**config.mk**
```make
export PLATFORM = sky130hd
export DESIGN_NAME = sync_ratio_monitor
export DESIGN_NICKNAME = d
export VERILOG_FILES = /design/src/rtl/srm_pkg.sv /design/src/rtl/srm_sync2.sv /design/src/rtl/srm_period_cnt.sv /design/src/rtl/srm_verdict.sv /design/src/rtl/sync_ratio_monitor.sv
export SDC_FILE = /design/constraint.sdc
export NUM_CORES = 1
export LEC_CHECK = 0
export BUFFER_PORTS_ARGS = -buffer_cell sky130_fd_sc_hd__buf_2
export CORE_MARGIN = 5
export CORE_UTILIZATION = 27
export DETAILED_ROUTE_END_ITERATION = 6
export GPL_TIMING_DRIVEN = 0
export PLACE_DENSITY = 0.45
export SLEW_MARGIN = 20
export SYNTH_ARGS = -nofsm -noshare
export SYNTH_HDL_FRONTEND = slang
export SYNTH_HIERARCHICAL = 1
export SYNTH_SLANG_ARGS = --single-unit
export TNS_END_PERCENT = 20
```
**constraint.sdc**
```tcl
create_clock -name clk_ref -period 0.96 [get_ports clk_ref]
set_clock_uncertainty 0.1 [all_clocks]
set_input_delay 0.144 -clock clk_ref [delete_from_list [all_inputs] [get_ports clk_ref]]
set_output_delay 0.144 -clock clk_ref [all_outputs]
set_load 0.01 [all_outputs]
```
**src/rtl/srm_pkg.sv**
```systemverilog
package srm_pkg;

  // Cycles past the 2 kHz count that are tolerated before a missing sync is declared
  localparam int unsigned SRM_MARGIN = 4;

  typedef enum logic [1:0] {
    PER_NONE = 2'd0,
    PER_GOOD = 2'd1,
    PER_BAD  = 2'd2
  } per_class_e;

  function automatic int unsigned srm_len_8k(input int unsigned rate_khz);
    return rate_khz / 8;
  endfunction

  function automatic int unsigned srm_len_2k(input int unsigned rate_khz);
    return rate_khz / 2;
  endfunction

endpackage

```
**src/rtl/srm_sync2.sv**
```systemverilog
module srm_sync2 (
  input  logic clk,
  input  logic rst_n,
  input  logic din,
  output logic dout
);
  logic meta_q;
  logic stab_q;

  always_ff @(posedge clk or negedge rst_n) begin
    if (!rst_n) begin
      meta_q <= 1'b0;
      stab_q <= 1'b0;
    end else begin
      meta_q <= din;
      stab_q <= meta_q;
    end
  end

  assign dout = stab_q;
endmodule

```
**src/rtl/srm_period_cnt.sv**
```systemverilog
module srm_period_cnt #(
  parameter int CNT_W = 12
) (
  input  logic             clk,
  input  logic             rst_n,
  input  logic             sync_s,
  input  logic [CNT_W-1:0] limit,
  output logic             period_done,
  output logic [CNT_W-1:0] period_len,
  output logic             timeout
);
  logic             prev_q;
  logic             started_q, started_d;
  logic [CNT_W-1:0] cnt_q, cnt_d;
  logic             edge_p;
  logic             at_limit;

  assign edge_p   = sync_s & ~prev_q;
  assign at_limit = (cnt_q == limit);

  always_comb begin
    started_d = started_q;
    cnt_d     = cnt_q;
    if (edge_p) begin
      started_d = 1'b1;
      cnt_d     = {{(CNT_W-1){1'b0}}, 1'b1};
    end else if (!at_limit) begin
      cnt_d = cnt_q + 1'b1;
    end
  end

  always_ff @(posedge clk or negedge rst_n) begin
    if (!rst_n) begin
      prev_q    <= 1'b0;
      started_q <= 1'b0;
      cnt_q     <= '0;
    end else begin
      prev_q    <= sync_s;
      started_q <= started_d;
      cnt_q     <= cnt_d;
    end
  end

  assign period_done = edge_p & started_q;
  assign period_len  = cnt_q;
  assign timeout     = ~edge_p & (cnt_q == limit - 1'b1);

  AST_CNT_SAT: assert property (@(posedge clk) disable iff (!rst_n)
    cnt_q <= limit) else $error("counter beyond limit");

  AST_CNT_HOLD: assert property (@(posedge clk) disable iff (!rst_n)
    (at_limit && !edge_p) |=> (cnt_q == $past(cnt_q))) else $error("counter not held");
endmodule

```
**src/rtl/srm_verdict.sv**
```systemverilog
module srm_verdict #(
  parameter int CNT_W = 12
) (
  input  logic             clk,
  input  logic             rst_n,
  input  logic             period_done,
  input  logic [CNT_W-1:0] period_len,
  input  logic [CNT_W-1:0] len_8k,
  input  logic [CNT_W-1:0] len_2k,
  input  logic             timeout,
  output logic             ok,
  output logic             fail,
  output logic             rate_8k
);
  import srm_pkg::*;

  per_class_e cls;
  logic       ok_q, ok_d;
  logic       fail_q, fail_d;
  logic       rate_q, rate_d;
  logic       run_q, run_d;

  always_comb begin
    cls = PER_NONE;
    if (period_done) begin
      if ((period_len == len_8k) || (period_len == len_2k)) cls = PER_GOOD;
      else                                                 cls = PER_BAD;
    end
  end

  always_comb begin
    ok_d   = ok_q;
    fail_d = fail_q;
    rate_d = rate_q;
    run_d  = run_q;
    if (timeout || cls == PER_BAD) begin
      ok_d   = 1'b0;
      fail_d = 1'b1;
      run_d  = 1'b0;
    end else if (cls == PER_GOOD) begin
      rate_d = (period_len == len_8k);
      if (fail_q) begin
        if (run_q) begin
          fail_d = 1'b0;
          ok_d   = 1'b1;
          run_d  = 1'b0;
        end else begin
          run_d = 1'b1;
        end
      end else begin
        ok_d = 1'b1;
      end
    end
  end

  always_ff @(posedge clk or negedge rst_n) begin
    if (!rst_n) begin
      ok_q   <= 1'b0;
      fail_q <= 1'b0;
      rate_q <= 1'b0;
      run_q  <= 1'b0;
    end else begin
      ok_q   <= ok_d;
      fail_q <= fail_d;
      rate_q <= rate_d;
      run_q  <= run_d;
    end
  end

  assign ok      = ok_q;
  assign fail    = fail_q;
  assign rate_8k = rate_q;

  AST_OK_FAIL_EXCL: assert property (@(posedge clk) disable iff (!rst_n)
    !(ok_q && fail_q)) else $error("ok and fail together");

  AST_RATE_KEEP: assert property (@(posedge clk) disable iff (!rst_n)
    (cls == PER_BAD) |=> $stable(rate_q)) else $error("rate moved on bad period");

  AST_TIMEOUT_FAIL: assert property (@(posedge clk) disable iff (!rst_n)
    timeout |=> (fail_q && !ok_q)) else $error("timeout not flagged");

  AST_ONE_GOOD_NOT_ENOUGH: assert property (@(posedge clk) disable iff (!rst_n)
    (fail_q && !run_q && cls == PER_GOOD) |=> fail_q) else $error("recovered too early");
endmodule

```
**src/rtl/sync_ratio_monitor.sv**
```systemverilog
module sync_ratio_monitor #(
  parameter int RATE_W = 12
) (
  input  logic              clk_ref,
  input  logic              rst_n,
  input  logic              sync_in,
  input  logic [RATE_W-1:0] ref_rate_khz,
  input  logic              pair_sel,
  output logic              rate_8k,
  output logic              sync_ok,
  output logic              sync_fail,
  output logic              align_en
);
  import srm_pkg::*;

  localparam int CNT_W = RATE_W;

  logic             rst_n_s;
  logic             sync_s;
  logic [CNT_W-1:0] len_8k, len_2k, limit;
  logic             period_done, timeout;
  logic [CNT_W-1:0] period_len;

  assign len_8k = CNT_W'(srm_len_8k(int'(ref_rate_khz)));
  assign len_2k = CNT_W'(srm_len_2k(int'(ref_rate_khz)));
  assign limit  = len_2k + CNT_W'(SRM_MARGIN + 1);

  srm_sync2 u_rst_sync (
    .clk   (clk_ref),
    .rst_n (rst_n),
    .din   (1'b1),
    .dout  (rst_n_s)
  );

  srm_sync2 u_pulse_sync (
    .clk   (clk_ref),
    .rst_n (rst_n_s),
    .din   (sync_in),
    .dout  (sync_s)
  );

  srm_period_cnt #(.CNT_W(CNT_W)) u_cnt (
    .clk         (clk_ref),
    .rst_n       (rst_n_s),
    .sync_s      (sync_s),
    .limit       (limit),
    .period_done (period_done),
    .period_len  (period_len),
    .timeout     (timeout)
  );

  srm_verdict #(.CNT_W(CNT_W)) u_verdict (
    .clk         (clk_ref),
    .rst_n       (rst_n_s),
    .period_done (period_done),
    .period_len  (period_len),
    .len_8k      (len_8k),
    .len_2k      (len_2k),
    .timeout     (timeout),
    .ok          (sync_ok),
    .fail        (sync_fail),
    .rate_8k     (rate_8k)
  );

  assign align_en = pair_sel & sync_ok;

  AST_ALIGN_DROP: assert property (@(posedge clk_ref) disable iff (!rst_n_s)
    sync_fail |-> !align_en) else $error("alignment kept on failure");
endmodule

```
Yosys cells after proc, flatten, opt, wreduce, memory -nomap -nowiden
Cells that the tools add are included.
{"block": "totals", "wordCells": 51, "reg_bits": 22, "out_inout_bits": 4, "in_bits": 16}
{"block": "op_classes", "addsub": 3, "mux": 15, "n_reduce_logical": 7, "n_eq_ne": 8, "bitwise_logic": 7}
{"cell": "12-bit == test", "n": 2}
{"cell": "12-bit two-way mux", "n": 2}
{"cell": "11-bit by 3-bit adder with 12-bit output, second input constant", "n": 1}
{"cell": "12-bit by 1-bit adder with 12-bit output, second input constant", "n": 1}
{"cell": "12-bit by 11-bit == test with 1-bit output", "n": 1}
{"cell": "12-bit by 9-bit == test with 1-bit output", "n": 1}
{"cell": "12-bit by 1-bit subtractor with 12-bit output, second input constant", "n": 1}
{"cell": "1-bit two-way mux", "n": 11}
{"cell": "2-bit AND reduction", "n": 3}
{"cell": "1-bit AND", "n": 4}
{"cell": "2-bit two-way mux", "n": 2}
{"cell": "2-bit nonzero test", "n": 2}
{"cell": "3-bit inequality test, second input constant", "n": 1}
{"cell": "1-bit NOT", "n": 3}
{"cell": "2-bit by 1-bit == test with 1-bit output, second input constant", "n": 1}
{"cell": "2-bit == test, second input constant", "n": 1}
{"cell": "1-bit logical OR", "n": 2}
{"cell": "2-bit by 1-bit inequality test with 1-bit output, second input constant", "n": 1}

Depth between registers and ports, before layout
Gate-level depths: netlist (run 1).
{"block": "depth", "depth_word": 8, "mapped_depth": 12, "depth_no_buf": 12}

By module
Netlist (run 1), hierarchy kept.
{"module": "srm_period_cnt", "n_inst": 1, "seq_area_each_um2": 350.3, "area_each_um2": 1147.4, "cells_each": 127}
{"module": "srm_verdict", "n_inst": 1, "seq_area_each_um2": 100.1, "area_each_um2": 484.2, "cells_each": 53}
{"module": "sync_ratio_monitor", "n_inst": 1, "seq_area_each_um2": 0.0, "area_each_um2": 197.7, "cells_each": 28}
{"module": "srm_sync2", "n_inst": 2, "seq_area_each_um2": 50.0, "area_each_um2": 50.0, "cells_each": 2}

Worst setup path after synthesis (run 1)
No wires, ideal clock.
{"block": "synth_path", "path_kind": "input-to-reg", "from": "input ref_rate_khz[1]", "to": "register u_verdict.run_q", "n_path_buf": 0, "setup_time_ps": 124, "t_arrival_ps": 2558, "path_stages": 11, "path_slack_ps": -1822, "required_time_ps": 736, "cell_sequence": "ha_1 o21ai_0 xnor2_1 nor4_1 nor3b_2 xnor2_1 a32oi_1 nor4_1 or3b_2 o41ai_1 o21bai_1"}
{"block": "synth_via", "word_cells_on_any_way": 15, "cone_classes": "2 x add/sub; 4 x eq/ne; 3 x mux; 1 x bitwise; 5 x reduce/logical"}
{"element": "start, declared", "line": "sync_ratio_monitor.sv:7", "text": "input logic [RATE_W-1:0] ref_rate_khz,"}
{"element": "11-bit by 3-bit adder with 12-bit output (*)", "line": "sync_ratio_monitor.sv:26", "text": "assign limit = len_2k + CNT_W'(SRM_MARGIN + 1);"}
{"element": "net limit[4]", "line": "sync_ratio_monitor.sv:20", "text": "logic [CNT_W-1:0] len_8k, len_2k, limit;"}
{"element": "12-bit by 1-bit subtractor with 12-bit output (*)", "line": "srm_period_cnt.sv:46", "text": "assign timeout = ~edge_p & (cnt_q == limit - 1'b1);"}
{"element": "12-bit == test (*)", "line": "srm_period_cnt.sv:46"}
{"element": "1-bit AND (*)", "line": "srm_period_cnt.sv:46"}
{"element": "net timeout", "line": "sync_ratio_monitor.sv:21", "text": "logic period_done, timeout;"}
{"element": "1-bit logical OR (*)", "line": "srm_verdict.sv:36", "text": "if (timeout || cls == PER_BAD) begin"}
{"element": "2-bit nonzero test (no source line)"}
{"element": "2-bit AND reduction (no source line)"}
{"element": "end signal, assigned", "line": "srm_verdict.sv:66", "text": "run_q <= run_d;"}
{"element": "end, declared", "line": "srm_verdict.sv:21", "text": "logic run_q, run_d;"}
Mark *: on every way through the listed nets, which the timed path passes. The rest lies on a longest branch.
A chain may end at the register's enable or synchronous reset.

Worst setup path after layout (run 1)
Ends and elaborated chain as after synthesis.

==> run summary, run 1 <==
Run status - finished with violations
Failing checks - negative setup slack
Cells after Synth - 212
Synth top cells by count - xor2_1 (39), dfrtp_1 (22), xnor2_1 (17)
RSZ-0062 raised after global routing - true
Post-synth cell types - 52
Crit-path cells - buf_12 > ha_4 > o211a_4 > nand2_4 > xnor2_4 > nor4_4 > nand4_1 > xor2_1 > nand3_1 > nor4_4 > or3b_4 > o41ai_2 > o21bai_1
Clock transition at path regs - 80 ps
Vias per std cell - 4.96
Crit-path slowest cell - nor4_4
Diode count - 0
CTS tree - built
Synth Flop Type - dfrtp_1
Worst path max stage delay - 400 ps
RR Startpoint - u_cnt/period_len[0]
Initial Util - 28.1%
Total GRT Usage - 12.3%
Cell family with most CP delay - simple AND/OR/NAND/NOR gates
Post-synth EDFFs - 0
Relative slew slack - 65.0%
Die X - 94.5 microns
Setup WS pre-CTS - -2080 ps
Share of layout cells above drive strength 1 - 35.7%
Die Span Y - 94.5 microns
Critical path class - input port to flop
Routed wire length on met3 - 254 microns
Total iterations of the first detailed-routing run - 4
GRT overflow - 0
Peak supply drop - 0.573 mV
Power consumption - 3.28 mW
CTS H-tree lvls - 1
Critical path arrival - 2500 ps
Post-synth top area cell - dfrtp_1
TNS Setup - -21560 ps
Crit Path Max Fanout - 5
Crit. End Element - flop
Clock Tree Root - clkbuf_8
Most frequent cell after synthesis - xor2_1
Largest net degree at the start of global routing - 21
M1 WL - 2410 microns
Antenna viol nets, final - 0
Synth Register Bits - 22
Vias in the first global route - 1697
Largest cells by area after synthesis - dfrtp_1 (29%), xor2_1 (18%), xnor2_1 (7.7%)
Top Metal Used - met4
Leakage - 1.17 nW
DIE AREA - 0.00894 sq mm
Core ar. - 0.00687 sq mm
Global-route wire length before repair - 8610 microns
Final core occ - 40.2%
Max Clock Freq - 408 MHz
Final cycle utilization of the critical path - 255%
Hold Vio Cnt, Final - 0
Synth Warn # - 6
Post-Syn Area per Cell - 9.10 sq um
I/O pins - 20
Area delta synth->final - 43.0%
Drt drc - 0
FF-to-FF setup slack - -1440 ps
Total number of vias - 1756
Final setup viols - 20
Clock latency at the later pin of the worst-skew pair - 270 ps
Hpwl dp - 4010 microns
Fillcell total - 687
Buf+Inv Stages, Crit Path - 1
Least-Margin Pin Slew - 525 ps
Dpl cells - 329
Yosys top cell area share - 28.5%
Nets@finish - 278
Worst Path Required - 1010 ps
Final min period - 2450 ps
Max_cap viols - 0
CP startpoint kind - input port
# clock sinks - 22
FP Rows - 30
Wire per inst - 15.1 microns
Pins Over Slew Limit - 0
Met2 routed wirelength - 2590 microns
Fin worst setup slack - -1490 ps
Routed WL - 5360 microns
Asr flop ratio synth - 100%
CTS Buffer Depth - 2
CP dominant cell by count - nor4_4
Initial antenna violation count - 0
HP Class - input port to asynchronous set/reset pin
CP Launch Point - ref_rate_khz[1]
CTS buffer count - 3
Syn Std Cell Area - 0.00193 sq mm
IO Port Bufs - 18
Iter 0 DRT Violations - 89
Fin cells - 354
GP Congestion - 0.812
Pwr/cell area - 1190 mW/mm^2
Sequential area share after synthesis - 28.5%
==> state kept, by name (all words and copies together) (netlist names) <==
register and count:
u_cnt/prev_q 1, u_verdict/fail 1, u_rst_sync/dout 1, u_verdict/ok 1, u_cnt/period_len 12, u_verdict/rate_8k 1, u_rst_sync/meta_q 1, u_pulse_sync/dout 1
u_verdict/run_q 1, u_pulse_sync/meta_q 1, u_cnt/started_q 1
==> layout make-up <==
| type | instances | area [sq um] | share of cell area, % |
|---|---|---|---|
| clock inverter | 1 | 30.0 | 1.09 |
| tap | 96 | 120 | 4.35 |
| multi-input combinational | 182 | 1640 | 59.5 |
| timing repair buffer | 39 | 317 | 11.5 |
| sequential | 22 | 553 | 20.0 |
| buffer | 5 | 35.0 | 1.27 |
| clock buffer | 3 | 41.3 | 1.50 |
| inverter | 6 | 22.5 | 0.816 |
==> layout by cell type, fill, tap and decap left out, types with 3 or more instances in the layout <==
cell	count
xor2_1	33
buf_4	22
dfrtp_1	20
buf_2	11
nand2_1	10
nor2_1	9
nand4_1	8
nand2b_1	8
xnor2_1	8
xnor2_2	7
nor4_1	7
inv_1	6
xor2_2	6
buf_6	6
a21oi_1	6
nand3_1	6
or4_1	5
conb_1	5
clkbuf_8	3
nor4_4	3
o31ai_1	3
==> power breakdown <==
part           switching (mW)  internal (mW)  total, mW
combinational           0.663          0.609       1.27
sequential              0.156          0.994       1.15
clock                   0.301          0.557      0.859
==> cell families (layout without fill, tap and decap cells) <==
family                     count (synthesis)  after routing  synth area share, %
xor gates and xnor gates                  56             56                 25.4
buffers and inverters                     11             54                 2.85
adders and majority gates                  3              3                 1.95
and+or+nand+nor                           81             81                 26.7
muxes                                      1              1                0.519
DFF                                       22             22                 28.5
AOI/OAI and AO/OA                         36             36                 13.6
other                                      2              5                0.389
==> metrics by stage <==
stage / hold WS (ps) / instance area (sq um)
after detailed placement: -169 / 2210
after global placement: -170 / 2210
final: 71.0 / 2760
after floorplan: -252 / 2000
after global routing: 72.6 / 2760
after CTS: 60.7 / 2590
==> per-layer routing <==
metal	track usage [%]	up-vias
li1	-	858
met5	0	-
met2	20.9	37
met1	16.4	851
met4	3.49	0
met3	1.67	10
==> repair_timing <==
action | 4_1_cts | 5_1_grt
buffers inserted | 13 | 5
hold buffers | 2 | 0
cloned | 1 | 0
hold endpoints to repair | 3 | 0
resized for setup | 37 | 27
endpoints found under the setup margin | 41 | 40
pin swaps | 19 | 16
==> worst register-to-register path: cells and delay by family (launching register included) <==
kind                      cells  cell delay (ps)
AOI/OAI and AO/OA             4              620
DFF                           1              500
xor gates and xnor gates      1              320
and+or+nand+nor               3              760
==> path summary, 6_finish.rpt <==
| check | end | depth (start not counted) |
|---|---|---|
| worst min-delay path | u_rst_sync/dout | 2 |
| min in group clk_ref | u_rst_sync/dout | 0 |
| worst min register to register | u_cnt/period_len[10] | 0 |
| worst max register to register | u_verdict/run_q | 8 |
| max in group asynchronous | u_cnt/period_len[0] | 0 |
| worst max-delay path | u_verdict/run_q | 13 |
(Power assumes the default switching activity.)
==> run 2: changes to the inputs <==
Settings changed: ABC_AREA set to 1, CTS_CLUSTER_DIAMETER set to 50, PLACE_DENSITY 0.45 to 0.44.
Clock period 0.96 ns to 2.6 ns, I/O delays scaled along.
==> run 2 against run 1 <==
  * The flow now finishes without violations
  * First-iteration DRC count down 29%
  * Synthesized cell count rose by 91%
  * Largest power group unchanged
  * Critical endpoint is now u_verdict/fail
  * Via count increased by 34%
==> run summary, run 2 <==
Run status - finished clean
CP dominant cell by count - nand2_1
Area delta synth->final - 17.6%
Final cycle utilization of the critical path - 91.0%
Post-synth EDFFs - 0 (unchanged)
# clock sinks - 22 (unchanged)
Final setup viols - 0 (-100%)
Clock power share - 24.9% (-1.3 points)
CTS H-tree lvls - 1 (unchanged)
Final min period - 2370 ps
Die Span Y - 106 microns (+12%)
Asr flop ratio synth - 100% (unchanged)
Hpwl dp - 4990 microns (+24%)
RSZ-0062 raised after global routing - false
Max Clock Freq - 422 MHz
Crit-path slowest cell - ha_1
Critical path class - input port to flop
Initial Util - 27.3% (-0.81 points)
CTS Buffer Depth - 2 (unchanged)
Post-synth top area cell - nand2_1
Antenna viol nets, final - 0 (unchanged)
Total number of vias - 2346 (+34%)
Cells after Synth - 404 (+91%)
Crit. End Element - flop
Comb pwr share - 40.0% (+1.2 points)
Vias in the first global route - 2264 (+33%)
Seq pwr share - 35.1% (about the same)
Largest net degree at the start of global routing - 21 (unchanged)
Diode count - 0 (unchanged)
Drt drc - 0 (unchanged)
Clock transition at path regs - 80 ps (about the same)
Worst Path Required - 2670 ps (+1660 ps)
Synth Warn # - 6 (unchanged)
Crit-path cells - buf_2 > ha_1 > nor2_4 > nor2_4 > xor2_4 > nand2_1 > nand2_1 > nand2_1 > nand2_1 > nand2_1 > nor2_1 > nand4_1 > nor2_2 > nor2_1 > nor2_1 > nand3_2 > nand2_1 > inv_1
Most frequent cells in the layout - nand2_1 (151), inv_1 (69), nor2_1 (22), buf_2 (22), dfrtp_1 (22)
Clock latency at the later pin of the worst-skew pair - 260 ps (about the same)
Synth Register Bits - 22 (unchanged)
Cell family with most CP delay - simple AND/OR/NAND/NOR gates
IO Port Bufs - 18 (unchanged)
Die X - 106 microns (+12%)
GRT overflow - 0 (unchanged)
Share of layout cells above drive strength 1 - 18.9% (-17 points)
FF+latch area - 551 sq um (-0.45%)
Critical path arrival - 2430 ps (-70 ps)
P_sw - 0.501 mW (-55%)
Commonest non-fill, non-tap cell in the layout - nand2_1
Wire per inst - 11.5 microns (-24%)
Pins Over Slew Limit - 0 (unchanged)
Largest cells by area after synthesis - nand2_1 (23%), dfrtp_1 (22%), inv_1 (10%)
Most frequent cell after synthesis - nand2_1
Post-Syn Area per Cell - 6.12 sq um (-33%)
I/O pins - 20 (unchanged)
Iter 0 DRT Violations - 63 (-29%)
P_int - 0.799 mW (-63%)
Hold_ws - 126 ps (+55.0 ps)
Pwr/cell area - 447 mW/mm^2 (-62%)
Yosys top cell area share - 23.2% (-5.3 points)
Synth top cells by count - nand2_1 (153), inv_1 (69), nor2_1 (27)
Crit Path Max Fanout - 5 (unchanged)
Fillcell total - 993 (+45%)
HP Class - input port to flop
CP startpoint kind - input port
Worst path max stage delay - 230 ps (-170 ps)
TNS Setup - 0 ps (+21560 ps)
Clock Tree Root - clkbuf_8
Least-Margin Pin Slew - 831 ps (+306 ps)
Syn Std Cell Area - 0.00247 sq mm (+28%)
GP Congestion - 0.768 (-5.4%)
Hold Vio Cnt, Final - 0 (unchanged)
FP Rows - 35 (+17%)
Multi-input gate area - 0.00170 sq mm (+3.9%)
Peak supply drop - 0.257 mV (-55%)
Max_cap viols - 0 (unchanged)
Nets@finish - 454 (+63%)
Routed WL - 6280 microns (+17%)
Global-route wire length before repair - 10700 microns (+24%)
Synth Flop Type - dfrtp_1
Initial antenna violation count - 0 (unchanged)
DIE AREA - 0.0112 sq mm (+25%)
Max reg flops - 12 (unchanged)
Vias per std cell - 4.30 (-13%)
CTS tree - built
Total iterations of the first detailed-routing run - 4 (unchanged)
CTS buffer count - 3 (unchanged)
Relative slew slack - 44.6% (-20 points)
Buf+Inv Stages, Crit Path - 2 (+1)
Leakage - 1.58 nW (+35%)
Post-synth cell types - 28 (-46%)
Switching share of power - 38.5% (+4.4 points)
Total GRT Usage - 11.7% (-0.66 points)
Core ar. - 0.00906 sq mm (+32%)
Sequential area share after synthesis - 22.3% (-6.3 points)
-- run 2: cell types whose count changed in the layout (fill, tap and decap cells not counted), moves of 7 or more --
cell / previous run / this run
nand3_2: 0 / 13
buf_2: 11 / 22
nor2_1: 9 / 22
inv_1: 6 / 69
nor4_1: 7 / 0
nand2b_1: 8 / 0
xor2_1: 33 / 9
nand3_1: 6 / 21
nor2_2: 0 / 12
xnor2_1: 8 / 16
buf_4: 22 / 4
nand2_1: 10 / 151
nand4_1: 8 / 20
-- run 2: per-layer routing --
layer	up-vias	share of wire, %	global-route usage [%]
li1	1273	-	-
met1	1037	46	15.2
met2	30	50	20.8
met3	6	3.0	0.919
met4	0	1.0	2.78
met5	-	0	0
-- run 2: repair_timing --
item                                    4_1_cts  5_1_grt
gates resized for setup                       1       17
endpoints found under the setup margin        2        4
endpoints found under the hold margin         2        0
buffers inserted                              0        1
pin swaps                                     0        1
hold buffers                                  1        0
-- run 2: cells by family (layout without fill, tap and decap cells) --
family                     after synthesis  in the layout  share of synthesized area [%]
adders and majority gates                3              3                           1.52
buffers and inverters                   83            107                           13.6
and+or+nand+nor                        256            256                           48.4
AOI/OAI and AO/OA                        5              5                           1.06
other                                    2              8                          0.304
DFF                                     22             22                           22.3
xor gates and xnor gates                33             33                           12.9
-- run 2: per-stage QoR --
| step | total power, mW | setup slack (ps) | instances | utilization [%] | cell area, sq um |
|---|---|---|---|---|---|
| 3_3_place_gp | 0.963 | -290 | 539 | 30.0 | 2720 |
| 5_1_grt | 1.40 | 7.20 | 545 | 32.1 | 2910 |
| 3_5_place_dp | 0.969 | -333 | 539 | 30.0 | 2720 |
| 4_1_cts | 1.31 | 19.8 | 544 | 31.0 | 2810 |
| 6_report | 1.30 | 233 | 545 | 32.1 | 2910 |
| 2_1_floorplan | 0.843 | 227 | 410 | - | 2490 |
-- run 2: path summary, 6_finish.rpt --
kind                                      from  cells past startpoint  slack [ps]                  end
max                            ref_rate_khz[1]                     18         230       u_verdict/fail
min                                    sync_in                      1         130  u_pulse_sync/meta_q
max reg2reg                u_cnt/period_len[4]                     14         580       u_verdict/fail
min reg2reg                    u_rst_sync/dout                      0         250         u_verdict/ok
max in group asynchronous      u_rst_sync/dout                      0        1640  u_pulse_sync/meta_q
min in group asynchronous      u_rst_sync/dout                      0         250         u_verdict/ok
-- run 2: worst register-to-register path, cell delays in order, from the launching register on --
cell,delay [ps]
dfrtp_1,530
inv_1,130
nand2_1,50
nand2_1,90
nand2_1,60
nand2_1,70
nand2_1,50
nor2_1,150
nand4_1,120
nor2_2,150
nor2_1,90
nor2_1,140
nand3_2,90
nand2_1,80
inv_1,40
-- run 2: cell type report --
class / count / area share, %
Inverter: 74 / 9.55
Clock inverter: 1 / 1.03
Clock buffer: 3 / 1.42
Sequential cell: 22 / 18.9
Multi-Input combinational cell: 305 / 58.6
Timing Repair Buffer: 20 / 3.70
Tap cell: 111 / 4.78
Buffer: 9 / 1.98
-- run 2: power by group through the flow --
stage | clock, mW | sequential [mW] | combinational [mW]
2_1_floorplan | 0 | 0.440 | 0.402
3_3_place_gp | 0 | 0.464 | 0.498
3_5_place_dp | 0 | 0.465 | 0.504
4_1_cts | 0.338 | 0.459 | 0.508
5_1_grt | 0.344 | 0.468 | 0.591
6_report | 0.324 | 0.456 | 0.520
